===== src/rtl/nwx_pkg.sv =====
// Package nwx_pkg
// Purpose : shared types and helpers for the narrow-to-wide bus exchanger.
// Assumes : the wide port always carries exactly two narrow halves.
package nwx_pkg;

    // Default narrow word width.
    localparam int NWX_NARROW_W = 12;

    // Number of narrow halves in one wide word.
    localparam int NWX_HALVES = 2;

    // Index of each half within the per-half arrays.
    // Upper half (1B) is index 1 and lower half (2B) is index 0, matching bit order.
    localparam int NWX_IDX_1B = 1;
    localparam int NWX_IDX_2B = 0;

    // Encoding of the narrow-output half select.
    typedef enum logic {
        HALF_1B = 1'b0,
        HALF_2B = 1'b1
    } half_sel_e;

    // Turn an active-low enable into an active-high load strobe.
    function automatic logic load_from_n(input logic ce_n);
        return ~ce_n;
    endfunction

endpackage


===== src/rtl/nwx_a2b_path.sv =====
// Module nwx_a2b_path
// Purpose : narrow-to-wide data path.
//           The 1B half goes through two register stages (front, then wide).
//           The 2B half goes through a single register stage.
// Assumes : rst_n is used only to qualify the assertions.
//           The data registers carry no reset.
module nwx_a2b_path
    import nwx_pkg::*;
#(
    parameter int W = NWX_NARROW_W
) (
    input  logic         clk,
    input  logic         rst_n,
    input  logic [W-1:0] a_in,
    input  logic         ce_front_n,
    input  logic         ce_wide_n,
    output logic [W-1:0] wide_hi,
    output logic [W-1:0] wide_lo
);

    logic [W-1:0] front_q;
    logic [W-1:0] hi_q;
    logic [W-1:0] lo_q;
    logic         front_ld;
    logic         wide_ld;

    // Decode the active-low enables into load strobes.
    always_comb begin
        front_ld = load_from_n(ce_front_n);
        wide_ld  = load_from_n(ce_wide_n);
    end

    // Front stage of the 1B pipeline: capture the narrow word when enabled.
    always_ff @(posedge clk) begin
        if (front_ld) begin
            front_q <= a_in;
        end
    end

    // Wide stage: both halves load on the same edge.
    always_ff @(posedge clk) begin
        if (wide_ld) begin
            hi_q <= front_q;
            lo_q <= a_in;
        end
    end

    // Drive the wide-port halves from the wide stage.
    always_comb begin
        wide_hi = hi_q;
        wide_lo = lo_q;
    end

    AST_WIDE_HOLD: assert property (@(posedge clk) disable iff (!rst_n)
        ce_wide_n |=> ($stable(wide_hi) && $stable(wide_lo))) else $error("wide hold");

    AST_LO_TAKES_A: assert property (@(posedge clk) disable iff (!rst_n)
        !ce_wide_n |=> (wide_lo == $past(a_in))) else $error("lo load");

    AST_PAIR_ALIGN: assert property (@(posedge clk) disable iff (!rst_n)
        (!ce_front_n ##1 !ce_wide_n) |=> (wide_hi == $past(a_in, 2))) else $error("pair");

endmodule


===== src/rtl/nwx_b2a_path.sv =====
// Module nwx_b2a_path
// Purpose : wide-to-narrow path.
//           Each half has its own store and its own enable.
//           A select captured on every edge picks the store that drives the narrow port.
// Assumes : bit order of b_in follows {1B, 2B}.
//           The stores carry no reset.
module nwx_b2a_path
    import nwx_pkg::*;
#(
    parameter int W = NWX_NARROW_W,
    localparam int WW = W * NWX_HALVES
) (
    input  logic          clk,
    input  logic          rst_n,
    input  logic [WW-1:0] b_in,
    input  logic          ce_1b_n,
    input  logic          ce_2b_n,
    input  logic          sel_2b,
    output logic [W-1:0]  a_out
);

    logic [NWX_HALVES-1:0] ce_n_vec;
    logic [W-1:0]          store_q [NWX_HALVES];
    half_sel_e             sel_q;

    // Gather the per-half enables into a vector indexed like the data halves.
    always_comb begin
        ce_n_vec[NWX_IDX_1B] = ce_1b_n;
        ce_n_vec[NWX_IDX_2B] = ce_2b_n;
    end

    // One capture register per half of the wide port.
    for (genvar h = 0; h < NWX_HALVES; h++) begin : g_half
        // Capture this half of b_in when its enable is low.
        always_ff @(posedge clk) begin
            if (load_from_n(ce_n_vec[h])) begin
                store_q[h] <= b_in[h*W +: W];
            end
        end

        AST_STORE_HOLD: assert property (@(posedge clk) disable iff (!rst_n)
            ce_n_vec[h] |=> $stable(store_q[h])) else $error("store hold");
    end

    // Select register: captured on every edge, no enable.
    always_ff @(posedge clk) begin
        sel_q <= half_sel_e'(sel_2b);
    end

    // Route the chosen store to the narrow output.
    always_comb begin
        if (sel_q == HALF_2B) begin
            a_out = store_q[NWX_IDX_2B];
        end else begin
            a_out = store_q[NWX_IDX_1B];
        end
    end

    AST_A_FROM_1B: assert property (@(posedge clk) disable iff (!rst_n)
        (!ce_1b_n && !sel_2b) |=> (a_out == $past(b_in[WW-1:W]))) else $error("1B to A");

    AST_A_FROM_2B: assert property (@(posedge clk) disable iff (!rst_n)
        (!ce_2b_n && sel_2b) |=> (a_out == $past(b_in[W-1:0]))) else $error("2B to A");

endmodule


===== src/rtl/nwx_oe_ctrl.sv =====
// Module nwx_oe_ctrl
// Purpose : registers the two active-low output enables.
//           Produces active-high drive enables for the port pads.
// Assumes : with USE_RESET = 0 the reset input is ignored.
//           The drive state is then undefined until the first edge.
module nwx_oe_ctrl #(
    parameter bit USE_RESET = 1'b1
) (
    input  logic clk,
    input  logic rst_n,
    input  logic oea_n,
    input  logic oeb_n,
    output logic a_oe,
    output logic b_oe
);

    logic oea_q;
    logic oeb_q;

    // Choose the register variant: with or without the parking reset.
    if (USE_RESET) begin : g_rst
        // Capture the enables; reset parks both enables in the disabled (high) state.
        always_ff @(posedge clk) begin
            if (!rst_n) begin
                oea_q <= 1'b1;
                oeb_q <= 1'b1;
            end else begin
                oea_q <= oea_n;
                oeb_q <= oeb_n;
            end
        end

        AST_RESET_PARKS: assert property (@(posedge clk)
            !rst_n |=> (!a_oe && !b_oe)) else $error("reset park");
    end else begin : g_nrst
        // Capture the enables with no reset at all.
        always_ff @(posedge clk) begin
            oea_q <= oea_n;
            oeb_q <= oeb_n;
        end
    end

    // Turn the registered active-low enables into active-high drive enables.
    always_comb begin
        a_oe = ~oea_q;
        b_oe = ~oeb_q;
    end

    AST_OE_A_REG: assert property (@(posedge clk) disable iff (!rst_n)
        1'b1 |=> (a_oe == !$past(oea_n))) else $error("a_oe");

    AST_OE_B_REG: assert property (@(posedge clk) disable iff (!rst_n)
        1'b1 |=> (b_oe == !$past(oeb_n))) else $error("b_oe");

endmodule


===== src/rtl/nwx_exchanger.sv =====
// Module nwx_exchanger
// Purpose : top of the registered narrow-to-wide bus exchanger.
//           Wires the two data paths and the output-enable registers together.
// Assumes : each three-state port is split into a data output, a drive enable
//           and a sampled input, with the pads outside this block.
module nwx_exchanger
    import nwx_pkg::*;
#(
    parameter int  W         = NWX_NARROW_W,
    parameter bit  USE_RESET = 1'b1,
    localparam int WW        = W * NWX_HALVES
) (
    input  logic          clk,
    input  logic          rst_n,
    input  logic [W-1:0]  a_in,
    output logic [W-1:0]  a_out,
    output logic          a_oe,
    input  logic [WW-1:0] b_in,
    output logic [WW-1:0] b_out,
    output logic          b_oe,
    input  logic          ce_a1_n,
    input  logic          ce_ab_n,
    input  logic          ce_ba1_n,
    input  logic          ce_ba2_n,
    input  logic          sel_2b,
    input  logic          oea_n,
    input  logic          oeb_n
);

    logic [W-1:0] wide_hi;
    logic [W-1:0] wide_lo;

    // Narrow-to-wide path.
    nwx_a2b_path #(.W(W)) u_a2b (
        .clk        (clk),
        .rst_n      (rst_n),
        .a_in       (a_in),
        .ce_front_n (ce_a1_n),
        .ce_wide_n  (ce_ab_n),
        .wide_hi    (wide_hi),
        .wide_lo    (wide_lo)
    );

    // Wide-to-narrow path.
    nwx_b2a_path #(.W(W)) u_b2a (
        .clk     (clk),
        .rst_n   (rst_n),
        .b_in    (b_in),
        .ce_1b_n (ce_ba1_n),
        .ce_2b_n (ce_ba2_n),
        .sel_2b  (sel_2b),
        .a_out   (a_out)
    );

    // Registered output enables.
    nwx_oe_ctrl #(.USE_RESET(USE_RESET)) u_oe (
        .clk   (clk),
        .rst_n (rst_n),
        .oea_n (oea_n),
        .oeb_n (oeb_n),
        .a_oe  (a_oe),
        .b_oe  (b_oe)
    );

    // Assemble the wide output: 1B in the upper half, 2B in the lower half.
    always_comb begin
        b_out = {wide_hi, wide_lo};
    end

    AST_WIDE_ORDER: assert property (@(posedge clk) disable iff (!rst_n)
        !ce_ab_n |=> (b_out[W-1:0] == $past(a_in))) else $error("order");

endmodule


===== config.mk =====
export PLATFORM = sky130hd
export DESIGN_NAME = nwx_exchanger
export DESIGN_NICKNAME = d
export VERILOG_FILES = /design/src/rtl/nwx_pkg.sv /design/src/rtl/nwx_a2b_path.sv /design/src/rtl/nwx_b2a_path.sv /design/src/rtl/nwx_oe_ctrl.sv /design/src/rtl/nwx_exchanger.sv
export SDC_FILE = /design/constraint.sdc
export NUM_CORES = 1
export LEC_CHECK = 0
export BUFFER_PORTS_ARGS = -buffer_cell sky130_fd_sc_hd__buf_2
export CORE_ASPECT_RATIO = 1.1
export CORE_MARGIN = 1
export CORE_UTILIZATION = 44
export DETAILED_ROUTE_END_ITERATION = 12
export HOLD_SLACK_MARGIN = 0.12
export PLACE_DENSITY_LB_ADDON = 0.2
export SYNTH_ARGS = -nofsm -noshare
export SYNTH_HDL_FRONTEND = slang
export SYNTH_SLANG_ARGS = --single-unit

===== constraint.sdc =====
create_clock -name clk -period 3.5 [get_ports clk]
set_clock_uncertainty 0.2 [all_clocks]
set_input_delay 0.7 -clock clk [delete_from_list [all_inputs] [get_ports clk]]
set_output_delay 0.7 -clock clk [all_outputs]
set_load 0.05 [all_outputs]

# Word level (Yosys, flattened, before mapping)
# Memory sizes are Yosys's and may differ from the RTL's.
# Index checks and enable logic that the tools add are counted.
# totals
regBits,39
latch_bits,0
mem_bits_rw,24
mem_bits_ro,0
input_bits,45
wordCells,12
mem_count,1
# classes
n_addsub,0
n_mul,0
n_div,0
n_lt_le_gt_ge,0
n_eq_ne,0
shifts,0
mux,3
n_bitwise,2
reduce_logical,0
# mem_list
name,words,word_bits,rd,rd_clocked_by_memory_dff,wr,line,source
u_b2a.store_q,2,12,2,0,2,nwx_b2a_path.sv:23,logic [W-1:0] store_q [NWX_HALVES];
# ops
op,n
12-bit 2-to-1 mux,1
1-bit 2-to-1 mux,2
1-bit NOT,2

# Depth between registers and ports, before layout
# Gate-level depths: netlist of run 1.
# logic_depth
word_depth,1
mapped_depth,2

# Cells and area by module
# From an unflattened synthesis of run 1, not the netlist that was laid out.
# unflattened
hier_cells,84
area_unflattened_um2,2080.7
# modules_own_cells
module,instances,cells_each,area_each_um2,seq_area_each_um2
nwx_a2b_path,1,38,1088.5,1081.0
nwx_b2a_path,1,40,932.1,740.7
nwx_oe_ctrl,1,6,60.1,40.0

# Least setup slack after synthesis of run 1
# No wires, ideal clock.
# synth_path
path_type,flip-flop to output port
start,reg u_b2a.sel_q
end,out a_out[0]
t_arrival_ns,0.913
t_required_ns,2.600
path_slack_ns,1.687
path_stages_with_launch,3
path_cell_list,dfxtp_1 buf_6 mux2_4
# synth_between
elab_chain_cells,1
# synth_lines
item,line,source
"start, declared",nwx_b2a_path.sv:24,half_sel_e sel_q;
"start signal, assigned",nwx_b2a_path.sv:47,sel_q <= half_sel_e'(sel_2b);
12-bit 2-to-1 mux,nwx_b2a_path.sv:52,if (sel_q == HALF_2B) begin
"end, declared",nwx_exchanger.sv:16,"output logic [W-1:0] a_out,"
# No other way between the ends.

# Final worst setup path of run 1
# layout_path
start,reg u_b2a.sel_q
end,out a_out[7]
# The elaborated chain is that of the path after synthesis.

==> results of run 1 <==
[state kept, by name, summed over array words and instances, names as in the netlist]
register	cells
u_a2b.wide_lo	12
u_oe.oea_q	1
u_oe.oeb_q	1
u_a2b.front_q	12
u_b2a.sel_q	1
u_b2a.store_q	24
u_a2b.wide_hi	12
[cell families (layout without fill, tap and decap cells)]
kind of cell,count (synthesis),in the layout
mux,12,12
simple gates,2,2
flops,63,63
buf+inv,7,101
[synthesized netlist by cell type]
cell / n
edfxtp_1: 60
mux2_4: 10
inv_1: 6
dfxtp_1: 3
mux2_2: 2
nand2b_1: 2
buf_6: 1
[per-stage QoR]
step	utilization [%]	hold WS, ns	setup WS, ns	instances	instance area, sq um
6_report	61.0	0.219	0.915	232	2690
5_1_grt	61.0	0.222	0.811	232	2690
4_1_cts	61.0	0.219	0.867	232	2690
3_5_place_dp	57.8	0.205	1.22	219	2550
3_3_place_gp	57.8	0.201	1.25	219	2550
2_1_floorplan	-	0.200	1.69	84	2080
[routing by layer]
layer	share of wire [%]	vias up	wire length [microns]
li1	-	503	-
met1	38	494	1270
met2	53	43	1750
met3	6.4	6	211
met4	2.0	0	67
met5	0	-	0
[cells in the final DEF (no fill, tap or decap), drive strengths merged]
| master | instances |
|---|---|
| clkinv | 3 |
| dfxtp | 3 |
| clkbuf | 10 |
| mux2 | 12 |
| inv | 6 |
| buf | 82 |
| nand2b | 2 |
| edfxtp | 60 |
[power by group through the flow]
stage | clock network [mW] | registers, mW | logic [mW]
final | 0.468 | 0.907 | 0.227
after global routing | 0.513 | 0.912 | 0.237
after CTS | 0.485 | 0.908 | 0.229
after detailed placement | 0 | 0.924 | 0.229
after global placement | 0 | 0.920 | 0.226
after floorplan | 0 | 0.990 | 0.0961
[final cells by class]
class	instances	area, sq um	share of cell area, %
clock inverter	3	13.8	0.512
inverter	6	22.5	0.838
clock buffer	10	128	4.75
multi-input combinational	14	185	6.89
tap	54	67.6	2.51
timing repair buffer	82	410	15.3
sequential	63	1860	69.2
[worst max path at each step]
stage	start	to	slack (ns)	cells past startpoint
after floorplan	u_b2a.sel_q	a_out[0]	1.69	2
after global placement	u_b2a.sel_q	a_out[9]	1.25	2
after detailed placement	u_b2a.sel_q	a_out[7]	1.22	2
after CTS	u_b2a.sel_q	a_out[7]	0.87	2
after global routing	u_b2a.sel_q	a_out[9]	0.81	2
final	u_b2a.sel_q	a_out[7]	0.92	2
==> impl_metrics.json, run 1 <==
{
  "status": "finished clean",
  "antenna_found_initial": 0,
  "synth_fa_ha_area_share_pct": 0,
  "grt_max_degree": 25,
  "finalWirelength_microns": 3310,
  "hold_viol": 0,
  "timing.final.crit_share_pct": 73.8,
  "start_util_pct": 47.2,
  "syn_inst": 84,
  "vias": 1046,
  "core_sq_um": 4410,
  "numPortBuffers": 82,
  "fill_cells": 348,
  "powerDensity_nw_per_um2": 596,
  "netlist_top_cells_area": "edfxtp_1 87%, mux2_4 7.2%, dfxtp_1 2.9%",
  "met3_usage_pct": 4.14,
  "crit_path_start_kind": "flip-flop",
  "cts_hold_buf": 0,
  "cp_slowest_cell": "dfxtp_1",
  "power_switching_mw": 0.411,
  "r2r_slack_ns": 2.67,
  "num-nets-final": 221,
  "viasPerCell": 4.51,
  "cts_sinks": 63,
  "synth_nets": 129,
  "finalPower_mw": 1.60,
  "yosys.area.top_type": "edfxtp_1",
  "grt.overflow.total": 0,
  "fp-row-count": 25,
  "post-cts-setup-buffer-count": 0,
  "fp.dieH_microns": 74.1,
  "path_clk_slew_ns": 0.06,
  "grt_pass1_vias": 1004,
  "detail-route-antenna-nets": 0,
  "synth.top_cell.area_share_pct": 86.6,
  "hold_start": "u_a2b.front_q[3]",
  "cts_buffers": 9,
  "worstHoldPathCells": 0,
  "max_stage_delay_ns": 0.76,
  "synth-compound-area-share_pct": 0,
  "critPathArrivalTime_ns": 1.68,
  "reg2reg_depth": 0,
  "p_clk_share_pct": 29.2,
  "maxCapViolations": 0,
  "synth-simple-area-share_pct": 0.601,
  "hold_class": "flip-flop to flip-flop",
  "drt-wirelength-per-cell_microns": 14.2,
  "place.gp.congestion": 0.639,
  "crit_chain": "mux2_2 -> buf_2",
  "clk_latency_ns": 0.31,
  "slew_headroom_pct": 39.4,
  "internal-power_mw": 1.19,
  "post_cts_resized": 0,
  "fmax_ghz": 0.387,
  "synthMuxAreaShare_pct": 8.30,
  "ys_ff_latch": 63,
  "p_leak_nw": 1.14,
  "synth.distinct_cells": 7,
  "synth_top_family_by_area": "multiplexers",
  "synth_xor_area_share_pct": 0,
  "min_to": "u_a2b.wide_hi[3]",
  "grt_setup_unrepaired": "no",
  "drv_slew": 0,
  "crit_required_ns": 2.60,
  "crit_fanout": 12,
  "drive_gt1_share_pct": 59.0,
  "netlist_area_sq_um": 2080,
  "layout_min_cycle_time_ns": 2.58,
  "grt.busiest_layer": "met2",
  "dr.pass1.iters": 4,
  "grt.total_usage_pct": 14.1,
  "synth-warning-count": 0,
  "critPathKind": "flip-flop to output port",
  "setup_violations": 0,
  "vdd_drop_max_uv": 323,
  "diodes": 0,
  "pwr-share-comb_pct": 14.1,
  "ioPinCount": 83,
  "use_met2_pct": 22.9,
  "fp.dieW_microns": 67.6,
  "p_seq_share_pct": 56.6,
  "tightest_slew_ns": 0.908,
  "crit_buf_inv": 1,
  "syn2layout_area_growth_pct": 29.2,
  "p_sw_share_pct": 25.7,
  "path_delay_family": "flip-flops",
  "reg2reg_to": "u_a2b.wide_hi[1]",
  "r2r-start": "u_a2b.front_q[1]",
  "drc": 0,
  "drtIter0Drc": 83,
  "syn_avg_cell_area_sq_um": 24.8,
  "cts_tree": "done",
  "tns_ns": 0,
  "cts-root-buf": "clkbuf_8",
  "cts_max_level": 3,
  "die_area_sq_um": 5010,
  "grt_util_met1_pct": 15.0,
  "clk_path_buf_depth": 2,
  "grt_pass1_wl_microns": 4640,
  "yosysSeqAreaShare_pct": 89.5,
  "end_kind": "output port"
}
(Power assumes the default switching activity.)
==> run 2, diff against run 1 <==
Settings changed: ABC_AREA from default to 1, CORE_UTILIZATION 44 to 42.
Clock period 3.5 ns to 2.19 ns, I/O delays scaled along.
==> run 2 against run 1 <==
Global-route usage is 1.9 points higher. Non-clock buffer count rose by 42. Worst setup slack got worse by 0.66 ns. Clock-buffer cell count unchanged. Synthesized cell count grew 33%. Final cell count is 32% higher. Final area rose by 16%. Clock power up 93%. Via count is 27% higher. Critical path type unchanged. Largest power group unchanged. Highest routed layer unchanged.
==> impl_metrics.json, run 2 <==
{
  "status": "finished clean",
  "crit_path_start_kind": "flip-flop",
  "grt.total_usage_pct": 16.0,
  "tns_ns": 0,
  "multiInputGateArea_sq_um": 143,
  "critPathKind": "flip-flop to output port",
  "regMostFlops": "u_b2a.store_q",
  "end_kind": "output port",
  "ioPinCount": 83,
  "viasPerCell": 4.33,
  "layout_commonest_cell": "buf_2",
  "numPortBuffers": 82,
  "synth.distinct_cells": 7,
  "powerDensity_nw_per_um2": 882,
  "cts-root-buf": "clkbuf_8",
  "finalNonFillerCells": 306,
  "cts_max_level": 3,
  "netlist_area_sq_um": 2060,
  "critPathArrivalTime_ns": 1.29,
  "worstHoldPathCells": 0,
  "p_leak_nw": 1.37,
  "synth_nets": 157,
  "grt.overflow.total": 0,
  "reg2reg_to": "u_a2b.wide_hi[10]",
  "grt_max_degree": 15,
  "fill_cells": 366,
  "place.gp.congestion": 0.640,
  "cts_tree": "done",
  "drt-wirelength-per-cell_microns": 13.0,
  "die_area_sq_um": 5180,
  "cts_sinks": 63,
  "clk_latency_ns": 0.32,
  "yosysSeqAreaShare_pct": 90.5,
  "synth-warning-count": 0,
  "fp.dieH_microns": 75.4,
  "yosys.area.top_type": "edfxtp_1",
  "dp_cells": 249,
  "layout_min_cycle_time_ns": 1.93,
  "reg2reg_depth": 0,
  "start_util_pct": 43.9,
  "synth_flop_cell": "edfxtp_1",
  "dpl.hpwl_microns": 2410,
  "netlist_top_cells_area": "edfxtp_1 88%, nand2_1 6.9%, dfxtp_1 2.9%",
  "maxCapViolations": 0,
  "vdd_drop_max_uv": 606,
  "regArea_sq_um": 1860,
  "diodes": 0,
  "drc": 0,
  "ys_ff_latch": 63,
  "core_sq_um": 4680,
  "netlist_top_cells_count": "60 x edfxtp_1, 38 x nand2_1, 8 x inv_1",
  "slew_headroom_pct": 68.6,
  "vias": 1325,
  "synth_most_common_cell": "edfxtp_1",
  "finalWirelength_microns": 3970,
  "min_to": "u_a2b.wide_hi[8]",
  "grt_pass1_wl_microns": 5560,
  "crit_fanout": 13,
  "hold_start": "u_a2b.front_q[8]",
  "fp-row-count": 26,
  "timing.final.crit_share_pct": 88.2,
  "clk_path_buf_depth": 2,
  "largest_reg_flops": 24,
  "drive_gt1_share_pct": 38.8,
  "grt_setup_unrepaired": "no",
  "tightest_slew_ns": 0.470,
  "syn_inst": 112,
  "antenna_found_initial": 0,
  "setup_violations": 0,
  "final_cell_mix": "82 x buf_2, 60 x edfxtp_1, 41 x dlygate4sd3_1",
  "hold_class": "flip-flop to flip-flop",
  "grt_pass1_vias": 1312,
  "async_flop_share_pct": 0,
  "fmax_ghz": 0.518,
  "crit_buf_inv": 2,
  "crit_chain": "inv_2 -> nand2_1 -> nand2_1 -> buf_2",
  "path_clk_slew_ns": 0.07,
  "fp.dieW_microns": 68.7,
  "max_stage_delay_ns": 0.39,
  "num-nets-final": 290,
  "dr.pass1.iters": 4,
  "path_delay_family": "buffers and inverters",
  "r2r-start": "u_a2b.front_q[10]",
  "drtIter0Drc": 62,
  "cp_slowest_cell": "dfxtp_2",
  "syn_avg_cell_area_sq_um": 18.4,
  "synth.top_cell.area_share_pct": 87.6,
  "crit_required_ns": 1.55,
  "cts_buffers": 9,
  "cpMostUsedCell": "nand2_1",
  "syn2layout_area_growth_pct": 52.1,
  "detail-route-antenna-nets": 0,
  "synth_edf_count": 60,
  "hold_viol": 0,
  "drv_slew": 0,
  "r2r_slack_ns": 1.35
}
-- run 2: power by group --
group	internal [mW]	switching (mW)	total [mW]
Clock	0.510	0.394	0.904
Combinational	0.126	0.281	0.407
Sequential	1.42	0.0259	1.45
Total	2.06	0.700	2.76
-- run 2: what timing repair did --
item | CTS | global route
setup endpoints to repair | 0 | 11
resized for setup | 0 | 1
hold buffers | 41 | 0
endpoints found under the hold margin | 51 | 0
setup buffers | 0 | 0
-- run 2: area by class of cell --
cell class              count  share of cell area, %
clock buffers              10                   4.08
clock inverters             6                   1.64
inverters                   9                   1.08
multi-input cells          38                   4.56
flip-flops and latches     63                   59.5
well taps                  56                   2.24
repair buffers            124                   26.9
-- run 2: worst max path at each step --
stage                startpoint       end  slack, ns  depth (start not counted)
finish              u_b2a.sel_q  a_out[0]       0.26                          4
detailed placement  u_b2a.sel_q  a_out[9]       0.44                          4
floorplan           u_b2a.sel_q  a_out[0]       0.65                          3
CTS                 u_b2a.sel_q  a_out[9]       0.08                          4
global route        u_b2a.sel_q  a_out[8]       0.15                          4
global placement    u_b2a.sel_q  a_out[7]       0.51                          4
-- run 2: layer usage --
layer / up-vias / global-route usage, % / share of wire [%]
met2: 60 / 29.0 / 53
met4: 0 / 9.75 / 1.5
met1: 601 / 15.1 / 39
met5: - / 0 / 0
li1: 658 / - / -
met3: 6 / 5.84 / 7.1
-- run 2: cell families (layout without fill, tap and decap cells) --
kind of cell	after synthesis	in the layout	synth area share [%]
AND/OR/NAND/NOR	38	38	6.93
buffers and inverters	11	149	2.55
flip-flops	63	63	90.5
-- run 2: stage by stage --
stage	worst slack, ns	cell area, sq um	hold WS, ns	power, mW	util, %
finish	0.259	3130	0.218	2.76	66.8
global route	0.146	3130	0.225	2.87	66.8
CTS	0.0785	3130	0.219	2.78	66.8
detailed placement	0.438	2540	0.205	1.82	54.2
global placement	0.507	2540	0.202	1.81	54.2
floorplan	0.649	2060	0.200	1.71	-
